## src/rtl/usbpw_pkg.sv

```systemverilog
// Shared field positions, reset word and test-mode codes for the port
// status and wake register. Assumes a 32-bit register word.
package usbpw_pkg;
    localparam int REG_W     = 32;
    localparam int CONN_BIT  = 0;
    localparam int OVC_BIT   = 4;
    localparam int PWR_BIT   = 12;
    localparam int OWN_BIT   = 13;
    localparam int TSEL_LSB  = 16;
    localparam int TSEL_W    = 4;
    localparam int WAKE_LSB  = 20;
    localparam int WAKE_W    = 3;
    localparam int TCODE_W   = 3;
    // wake enable indices within the enable field
    localparam int WK_CONN   = 0;
    localparam int WK_DISC   = 1;
    localparam int WK_OVC    = 2;
    localparam logic [REG_W-1:0] RESET_WORD = 32'h0000_3000;

    typedef enum logic [TCODE_W-1:0] {
        TM_NORMAL   = 3'd0,
        TM_J        = 3'd1,
        TM_K        = 3'd2,
        TM_SE0_NAK  = 3'd3,
        TM_PACKET   = 3'd4,
        TM_FORCE_EN = 3'd5
    } test_mode_e;

    localparam int TM_LAST = 5;
endpackage

```

## src/rtl/usbpw_edge_det.sv

```systemverilog
// Registers a vector of port level inputs and flags their rising and falling
// edges. Assumes the inputs are already synchronous to clk. The registered
// level is also the readable status value.
module usbpw_edge_det #(
    parameter int W = 2
) (
    input  logic         clk,
    input  logic         rst_n,
    input  logic [W-1:0] sig_in,
    output logic [W-1:0] level_q,
    output logic [W-1:0] rise,
    output logic [W-1:0] fall
);
    logic [W-1:0] prev_q;

    // capture current level and the level one cycle older
    always_ff @(posedge clk) begin
        if (!rst_n) begin
            level_q <= '0;
            prev_q  <= '0;
        end else begin
            level_q <= sig_in;
            prev_q  <= level_q;
        end
    end

    // per-bit edge flags from the two stored samples
    for (genvar i = 0; i < W; i++) begin : g_edge
        assign rise[i] = level_q[i] & ~prev_q[i];
        assign fall[i] = ~level_q[i] & prev_q[i];
    end
endmodule

```

## src/rtl/usbpw_owner_ctl.sv

```systemverilog
// Port ownership bit. The configured flag is the master: low forces the
// companion to own the port, a rising edge hands it back to this controller.
// Software writes only land while the flag stays high.
module usbpw_owner_ctl (
    input  logic clk,
    input  logic rst_n,
    input  logic cfg_flag,
    input  logic wr_en,
    input  logic wr_owner,
    output logic owner
);
    logic cfg_prev;

    // remember the flag to detect its rising edge
    always_ff @(posedge clk) begin
        if (!rst_n) cfg_prev <= 1'b0;
        else        cfg_prev <= cfg_flag;
    end

    // hardware rules first, software write last
    always_ff @(posedge clk) begin
        if (!rst_n)              owner <= 1'b1;
        else if (!cfg_flag)      owner <= 1'b1;
        else if (!cfg_prev)      owner <= 1'b0;
        else if (wr_en)          owner <= wr_owner;
    end


    owner_forced_chk: assert property (@(posedge clk) disable iff (!rst_n)
        !cfg_flag |=> owner);

    owner_handback_chk: assert property (@(posedge clk) disable iff (!rst_n)
        $rose(cfg_flag) |=> !owner);
endmodule

```

## src/rtl/usbpw_test_decode.sv

```systemverilog
// Decodes the stored port test selector. Defined codes pass through and
// flag valid; undefined codes report normal operation with valid low.
module usbpw_test_decode
    import usbpw_pkg::*;
#(
    parameter int SEL_W = TSEL_W
) (
    input  logic [SEL_W-1:0]   sel,
    output logic               valid,
    output logic [TCODE_W-1:0] code
);
    test_mode_e mode;

    // range check then narrow the value into the mode type
    always_comb begin
        valid = (int'(sel) <= TM_LAST);
        mode  = valid ? test_mode_e'(sel[TCODE_W-1:0]) : TM_NORMAL;
        code  = mode;
    end
endmodule

```

## src/rtl/usb_port_wake_reg.sv

```systemverilog
// One root-port status/control word with wake request generation.
// Assumes conn_sts, ovc_active and cfg_flag are synchronous to clk and that
// rd_data is sampled combinationally by the bus. pme_set is one cycle wide.
module usb_port_wake_reg
    import usbpw_pkg::*;
(
    input  logic               clk,
    input  logic               rst_n,
    input  logic               wr_en,
    input  logic [REG_W-1:0]   wr_data,
    output logic [REG_W-1:0]   rd_data,
    input  logic               conn_sts,
    input  logic               ovc_active,
    input  logic               cfg_flag,
    output logic               pme_set,
    output logic               test_mode_valid,
    output logic [TCODE_W-1:0] test_code
);
    localparam int NLVL = 2;   // index 0 connect, 1 over-current

    logic [WAKE_W-1:0] wake_en;
    logic [TSEL_W-1:0] tsel;
    logic              owner;
    logic [NLVL-1:0]   lvl, lvl_rise, lvl_fall;
    logic              wake_hit;

    // level sampling and edge detection
    usbpw_edge_det #(.W(NLVL)) u_edges (
        .clk    (clk),
        .rst_n  (rst_n),
        .sig_in ({ovc_active, conn_sts}),
        .level_q(lvl),
        .rise   (lvl_rise),
        .fall   (lvl_fall)
    );

    // ownership under configured-flag control
    usbpw_owner_ctl u_owner (
        .clk     (clk),
        .rst_n   (rst_n),
        .cfg_flag(cfg_flag),
        .wr_en   (wr_en),
        .wr_owner(wr_data[OWN_BIT]),
        .owner   (owner)
    );

    // test selector decode
    usbpw_test_decode #(.SEL_W(TSEL_W)) u_tdec (
        .sel  (tsel),
        .valid(test_mode_valid),
        .code (test_code)
    );

    // software-writable enable and test fields
    always_ff @(posedge clk) begin
        if (!rst_n) begin
            wake_en <= RESET_WORD[WAKE_LSB +: WAKE_W];
            tsel    <= RESET_WORD[TSEL_LSB +: TSEL_W];
        end else if (wr_en) begin
            wake_en <= wr_data[WAKE_LSB +: WAKE_W];
            tsel    <= wr_data[TSEL_LSB +: TSEL_W];
        end
    end

    // merge enabled wake conditions into one request
    always_comb begin
        wake_hit = (wake_en[WK_CONN] & lvl_rise[0])
                 | (wake_en[WK_DISC] & lvl_fall[0])
                 | (wake_en[WK_OVC]  & lvl_rise[1]);
    end

    // register the request as a single-cycle pulse
    always_ff @(posedge clk) begin
        if (!rst_n) pme_set <= 1'b0;
        else        pme_set <= wake_hit;
    end

    // assemble the read word; unlisted bits stay zero
    always_comb begin
        rd_data                          = '0;
        rd_data[CONN_BIT]                = lvl[0];
        rd_data[OVC_BIT]                 = lvl[1];
        rd_data[PWR_BIT]                 = 1'b1;
        rd_data[OWN_BIT]                 = owner;
        rd_data[TSEL_LSB +: TSEL_W]      = tsel;
        rd_data[WAKE_LSB +: WAKE_W]      = wake_en;
    end


    wake_wr_chk: assert property (@(posedge clk) disable iff (!rst_n)
        wr_en |=> rd_data[WAKE_LSB +: WAKE_W] == $past(wr_data[WAKE_LSB +: WAKE_W]));

    tsel_wr_chk: assert property (@(posedge clk) disable iff (!rst_n)
        wr_en |=> rd_data[TSEL_LSB +: TSEL_W] == $past(wr_data[TSEL_LSB +: TSEL_W]));

    pme_needs_enable_chk: assert property (@(posedge clk) disable iff (!rst_n)
        pme_set |-> $past(|rd_data[WAKE_LSB +: WAKE_W]));
endmodule

```

## config.mk

```make
export PLATFORM = sky130hd
export DESIGN_NAME = usb_port_wake_reg
export DESIGN_NICKNAME = d
export VERILOG_FILES = /design/src/rtl/usbpw_pkg.sv /design/src/rtl/usbpw_edge_det.sv /design/src/rtl/usbpw_owner_ctl.sv /design/src/rtl/usbpw_test_decode.sv /design/src/rtl/usb_port_wake_reg.sv
export SDC_FILE = /design/constraint.sdc
export NUM_CORES = 1
export LEC_CHECK = 0
export ABC_AREA = 1
export BUFFER_PORTS_ARGS = -buffer_cell sky130_fd_sc_hd__buf_2
export CORE_MARGIN = 3
export CORE_UTILIZATION = 33
export DETAILED_ROUTE_END_ITERATION = 7
export PLACE_DENSITY = 0.76
export SLEW_MARGIN = 15
export SYNTH_ARGS = -nofsm -noshare
export SYNTH_HDL_FRONTEND = slang
export SYNTH_SLANG_ARGS = --single-unit
```

## constraint.sdc

```tcl
create_clock -name clk -period 0.95 [get_ports clk]
set_clock_uncertainty 0.1 [all_clocks]
set_input_delay 0.095 -clock clk [delete_from_list [all_inputs] [get_ports clk]]
set_output_delay 0.095 -clock clk [all_outputs]
set_load 0.02 [all_outputs]
```

[Word level (Yosys, flattened, before mapping)]
Index checks and enable logic that the tools add are counted.
Cells by class
  order comparisons: 1
  eq/ne operators: 1
  muxes and demuxes: 3
  bitwise gates (word level): 11
  reductions and logical operators: 1
Operators by type and width (number)
  $and A1 B1 Y1: 6
  $le A4 B3 Y1 const B: 1
  $mux W3: 1
  $not A1 Y1: 3
  $mux W1: 2
  $ne A2 B2 Y1 const B: 1
  $or A1 B1 Y1: 2
  $reduce_and A2 Y1: 1
Storage, ports and cells
  flip-flop bits (word level): 14
  bits of input ports: 38
  output and inout port bits: 37
  logic and storage cells: 24

[Longest topological paths before layout]
Gate-level depths: netlist of run 1.
  depth in word-level cells: 5
  mapped depth: 5
  mapped depth without buffers: 5

[By module]
A second synthesis of run 1 with hierarchy kept.
Unflattened totals
  cells, all modules: 99
  area total of the unflattened synthesis: 711.9 um2
Modules (own cells, without submodules)
  usb_port_wake_reg: times used 1, cells each 61, area an instance 455.4 um2
  usbpw_edge_det: times used 1, cells each 20, area an instance 145.1 um2
  usbpw_owner_ctl: times used 1, cells each 8, area an instance 71.3 um2
  usbpw_test_decode: times used 1, cells each 10, area an instance 40.0 um2

[Worst setup path before layout of run 1]
No wires, ideal clock.
  path type: register -> output
  start: register tsel[1]
  end: output test_mode_valid
  arrival time: 0.900 ns
  slack: -0.145 ns
  stages on the path, launching flop included: 4
  path buffers: 0
  cells stage by stage: dfxtp_1 > inv_1 > o21bai_1 > inv_1
On the way
  word-level cells in the longest chain between the ends: 1
RTL lines
  start, declared: line usb_port_wake_reg.sv:22  | logic [TSEL_W-1:0] tsel;
  start signal, assigned: line usb_port_wake_reg.sv:58  | tsel <= RESET_WORD[TSEL_LSB +: TSEL_W];
  start signal, assigned: line usb_port_wake_reg.sv:61  | tsel <= wr_data[TSEL_LSB +: TSEL_W];
  $le A4 B3 Y1: line usbpw_test_decode.sv:16  | valid = (int'(sel) <= TM_LAST);
  end, declared: line usb_port_wake_reg.sv:16  | output logic test_mode_valid,
Every way passes these cells.

[Worst setup path in the final report of run 1]
Ends and elaborated chain as after synthesis.

==> results of run 1 <==
## Yosys cell counts, drive strengths merged
master	instances
a21oi	3
inv	14
conb	2
nor2	12
o21bai	1
nand3	4
o21ai	9
dfxtp	14
buf	25
nand2	6
## metrics by stage
stage	instance area, um2	util	setup WS [ns]
final	1130	0.609	-0.381
after floorplan	813	-	-0.0220
after CTS	1080	0.582	-0.371
after global placement	816	0.439	-0.0521
after global routing	1130	0.609	-0.460
after detailed placement	816	0.439	-0.0777
## sequential cells by signal, indices dropped and copies added, names as in the netlist
register and count:
tsel 4, wake_en 3, u_edges.level_q 2, u_edges.prev_q 2
pme_set 1, u_owner.cfg_prev 1, u_owner.owner 1
## worst register-to-register path, delay by kind of cell (launching register included)
kind,cells,cell delay (ns)
buf+inv,3,0.19
flops,1,0.36
simple gates,3,0.19
## area by class of cell
| cell class | count | area (um2) | share of cell area |
|---|---|---|---|
| clock buffer | 4 | 36.3 | 0.0321 |
| inverter | 14 | 57.6 | 0.0509 |
| multi-input combinational | 57 | 294 | 0.260 |
| sequential | 14 | 299 | 0.264 |
| tap | 25 | 31.3 | 0.0277 |
| timing repair buffer | 48 | 413 | 0.365 |
## worst max path at each step
stage	from	endpoint	slack [ns]	cells past startpoint
finish	tsel[1]	test_mode_valid	-0.38	4
global placement	tsel[2]	test_code[1]	-0.05	4
floorplan	tsel[2]	test_mode_valid	-0.02	3
global route	tsel[1]	test_code[0]	-0.46	4
detailed placement	tsel[2]	test_code[1]	-0.08	4
CTS	tsel[1]	test_mode_valid	-0.37	4
## power by group
part / internal (uW) / switching [uW]
clock network: 233 / 184
registers: 625 / 24.9
logic: 189 / 251
total: 1050 / 460
## cells by family (layout without fill, tap and decap cells)
family          count (synthesis)  count (layout)  share of synthesized area
buf+inv                        39              66                      0.351
simple gates                   22              22                      0.126
flops                          14              14                      0.404
compound gates                 13              13                      0.108
other cells                     2              22                     0.0108
## cell usage in the layout, fill, tap and decap left out, drive strengths merged
master,Yosys,routed
a21oi,3,3
buf,25,37
clkbuf,0,4
conb,2,22
dfxtp,14,14
dlygate4sd3,0,11
inv,14,14
nand2,6,6
nand3,4,4
nor2,12,12
o21ai,9,9
o21bai,1,1
## what timing repair did
| item | 4_1_cts | 5_1_grt |
|---|---|---|
| hold buffers | 11 | 0 |
| pin swaps | 1 | 3 |
| setup buffers | 5 | 1 |
| resized for setup | 31 | 13 |
| endpoints found under the setup margin | 14 | 16 |
| endpoints found under the hold margin | 11 | 0 |
## metal layers
layer | track usage | vias up
li1 | - | 320
met1 | 0.125 | 290
met3 | 0.0258 | 0
met5 | 0 | -
met2 | 0.293 | 31
met4 | 0.0524 | 0
==> results.cfg, run 1 <==
[clock_network]
clk_pin_slew_ns = 0.08
cts_tree = done
cts_buffers = 3
htreeDepth = 1
clock-sinks = 14
clk_root_buffer_cell = clkbuf_4
clk_path_buf_depth = 2
clk_latency_ns = 0.28

[finish]
syn_to_final_growth_pct = 62.9
nFillCells = 157
stdcell_count = 162
antenna_cells = 0
drive_gt1_frac = 0.482
final_nets = 176

[critical_path]
crit_chain = inv_4 -> o21bai_4 -> inv_2 -> buf_6
r2r_slack_ns = 0.03
slowest_delay_ns = 0.36
end_kind = output pin
arrival_ns = 1.14
critPathBufInv = 3
cpMaxStageDelayCell = dfxtp_4
critPathKind = flip-flop to output pin
required_ns = 0.75
critical_path.max_fanout = 4
rr_startpoint = u_edges.level_q[0]
cp_top_family = flip-flops
r2r-end = pme_set
rr_worst_depth = 6
startpoint_type = flip-flop

[placed_design]
hpwlAfterDp_um = 1060
gp_congestion = 0.608
dp.cells = 141
port_buffers = 28

[yosys]
synth_top_area_cell = dfxtp_1
ys_ff_latch = 14
synth_top_area_share = 0.404
ys_seq_area_frac = 0.404
synth_cells = 90
ys_types = 14
yosysWarnings = 0
avgSynthCellArea_um2 = 7.72
syn_area_um2 = 694
synth_area_leaders = dfxtp_1, buf_4, inv_1, nor2_1, o21ai_0

[route]
drt_iter0_drc = 4
wl_met2_um = 1110
wire_per_inst_um = 11.4
drt-met1-wl_um = 607
wl_met3_um = 124
drt_first_pass_iters = 3
vias_per_cell = 3.96
vias = 641
routed_wl_um = 1850
ant_nets = 0
remaining_drc_errors = 0
highest_layer = met3

[timing]
finalHoldViolations = 0
grt_setup_unrepaired = true
setup_violations = 7
fmax_ghz = 0.751
slew_viol_final = 0
fin_hold_ws_ns = 0.0536
tns_ns = -1.60
post-route-period-util = 1.40
finalCriticalPeriod_ns = 1.33
layout_setup_ws_ns = -0.381

[pwr]
p_total_uw = 1510
powerDensity_nw_per_um2 = 1330
peakVddDrop_uv = 446
power_leakage_uw = 0.000587

[outcome]
status = finished, violations left
violations = setup timing

[die]
core_um2 = 1860
initial_core_util = 0.374
dieArea_um2 = 2690
die_w_um = 51.9
num_rows = 15
die_y_um = 51.9
ios = 75

[grt]
grt_pass1_wl_um = 2750
antenna_found_initial = 0
grt_pass1_vias = 656
grt_max_degree = 14
grt-ovfl-total = 0
grt_usage = 0.139

[min_path]
holdPathEnd = tsel[3]
min_path_type = input port to flip-flop
worst_hold_startpoint = wr_en
whs_path_depth = 3

[run]
max_cap_violations = 0
(Power assumes the default switching activity.)
==> run 2: changes to the inputs <==
--- a/config.mk
+++ b/config.mk
@@ -5,7 +5,7 @@
 export SDC_FILE = /design/constraint.sdc
 export NUM_CORES = 1
 export LEC_CHECK = 0
-export ABC_AREA = 1
+export ABC_AREA = 0
 export BUFFER_PORTS_ARGS = -buffer_cell sky130_fd_sc_hd__buf_2
 export CORE_MARGIN = 3
 export CORE_UTILIZATION = 33
==> run 2 against run 1 <==
The flow still finishes with violations (setup timing). Die area rose by 0.97%. Critical path depth fell by 1. Sequential share of layout area rose by 1.5 points. Combinational power fell by 17%. Final area fell by 5.4%. Fmax rose by 6.2%. Sequential power fell by 0.6%. Hold slack got worse by 0.045 ns. Critical path type unchanged.
==> results.cfg, run 2 <==
[outcome]
status = finished, violations left
violations = setup timing

[route]
wire_per_inst_um = 10.2
drt_iter0_drc = 0
drt_first_pass_iters = 1
ant_nets = 0
vias_per_cell = 3.95
vias = 557
remaining_drc_errors = 0
routed_wl_um = 1440

[yosys]
avgSynthCellArea_um2 = 9.89
syn_area_um2 = 702
yosysWarnings = 0
async_flop_share = 0
synth_top_area_cell = dfxtp_1
yosysMostFrequentCell = buf_4
synth_edf_count = 0
ys_types = 12
yosys-top-cells-count = buf_4, dfxtp_1, and2_1, mux2i_1, nor2b_1
synth_cells = 71
ys.flop_type = dfxtp_1
synth_area_leaders = dfxtp_1, buf_4, mux2i_1, and2_1, nor2b_1
synth_top_area_share = 0.399
ys_ff_latch = 14
ys_seq_area_frac = 0.399

[critical_path]
crit_chain = a21oi_4 -> and2_4 -> buf_6
critical_path.max_fanout = 4
slowest_delay_ns = 0.36
cpMaxStageDelayCell = dfxtp_4
rr_worst_depth = 3
r2r_slack_ns = 0.07
critPathKind = flip-flop to output pin
required_ns = 0.75
end_kind = output pin
r2r-end = tsel[2]
rr_startpoint = tsel[2]
startpoint_type = flip-flop
arrival_ns = 1.06

[die]
num_rows = 16
dieArea_um2 = 2720
ios = 75
die_w_um = 52.1
initial_core_util = 0.354
die_y_um = 52.1
core_um2 = 1980

[timing]
finalCriticalPeriod_ns = 1.25
finalHoldViolations = 0
grt_setup_unrepaired = true
tns_ns = -1.47
layout_setup_ws_ns = -0.304
slew_viol_final = 0
fmax_ghz = 0.798
setup_violations = 7
post-route-period-util = 1.32

[grt]
grt-ovfl-total = 0
grt_pass1_vias = 569
grt_usage = 0.124
grt_max_degree = 16
grt_pass1_wl_um = 2450
antenna_found_initial = 0

[finish]
top_regs = tsel (4), wake_en (3)
final_common_cell = conb_1
final_core_util = 0.540
largest_reg_flops = 4
drive_gt1_frac = 0.465
layout_common_cells = conb_1, buf_6, buf_2
regMostFlops = tsel
antenna_cells = 0
final_nets = 153
syn_to_final_growth_pct = 52.4

[pwr]
power_leakage_uw = 0.000528
peakVddDrop_uv = 985
powerDensity_nw_per_um2 = 1330

[min_path]
whs_path_depth = 3
holdPathEnd = tsel[2]
min_path_type = input port to flip-flop
worst_hold_startpoint = wr_data[18]

[clock_network]
clock-sinks = 14
clk_pin_slew_ns = 0.08
htreeDepth = 1
cts_tree = done
clk_latency_ns = 0.27
clk_path_buf_depth = 2
cts_buffers = 3
clk_root_buffer_cell = clkbuf_4

[placed_design]
gp_congestion = 0.617
port_buffers = 28
hpwlAfterDp_um = 915

[run]
max_cap_violations = 0
[run 2: power breakdown]
| part | switching (uW) | internal, uW | total [uW] | leakage (uW) |
|---|---|---|---|---|
| Sequential | 25.0 | 621 | 646 | 0.000119 |
| Clock | 178 | 233 | 411 | 0.0000210 |
| Combinational | 195 | 171 | 367 | 0.000388 |
[run 2: kinds of logic after synthesis]
group | Yosys count | share of synthesized area
AOI/OAI and AO/OA | 2 | 0.0196
buffers and inverters | 26 | 0.278
DFF | 14 | 0.399
muxes | 8 | 0.114
other | 2 | 0.0107
and+or+nand+nor | 19 | 0.178
[run 2: worst max path at each step]
| stage | cells past startpoint | slack, ns | startpoint | to |
|---|---|---|---|---|
| after detailed placement | 3 | -0.05 | tsel[1] | test_code[0] |
| after global placement | 3 | -0.05 | tsel[1] | test_code[0] |
| after floorplan | 2 | -0.07 | tsel[1] | test_code[0] |
| after global routing | 3 | -0.37 | tsel[2] | test_code[0] |
| final | 3 | -0.30 | tsel[1] | test_code[2] |
| after CTS | 3 | -0.31 | tsel[2] | test_code[1] |
[run 2: per-stage QoR]
| stage | cell area [um2] | setup WS (ns) | hold WS, ns | power [uW] | cells |
|---|---|---|---|---|---|
| after detailed placement | 796 | -0.0533 | 0.208 | 924 | 123 |
| final | 1070 | -0.304 | 0.00908 | 1420 | 141 |
| after global placement | 796 | -0.0471 | 0.200 | 918 | 123 |
| after floorplan | 798 | -0.0695 | 0.122 | 923 | 91 |
| after global routing | 1070 | -0.370 | 0.0458 | 1520 | 141 |
| after CTS | 1050 | -0.313 | 0.000273 | 1430 | 140 |
[run 2: routing by layer]
layer	up-vias	global-route usage	wire length (um)
met2	42	0.222	736
met1	243	0.133	535
met4	0	0.0131	0
met3	0	0.0630	164
met5	-	0	0
li1	272	-	-
[run 2: what timing repair did]
| item | 4_1_cts | 5_1_grt |
|---|---|---|
| hold endpoints to repair | 10 | 0 |
| setup endpoints to repair | 14 | 16 |
| pin swaps | 3 | 1 |
| setup buffers | 3 | 2 |
| hold buffers | 10 | 0 |
| gates resized for setup | 36 | 4 |
[run 2: worst max-delay path: cells and delay by family (launching register included)]
family,cells,cell delay (ns)
AOI/OAI and AO/OA,1,0.16
and+or+nand+nor,1,0.16
DFF,1,0.36
buffers and inverters,1,0.11
[run 2: layout make-up]
class	instances	area [um2]
clock buffer	4	36.3
fill	186	912
inverter	1	3.75
multi-input combinational	51	317
sequential	14	299
tap	27	33.8
timing repair buffer	44	380
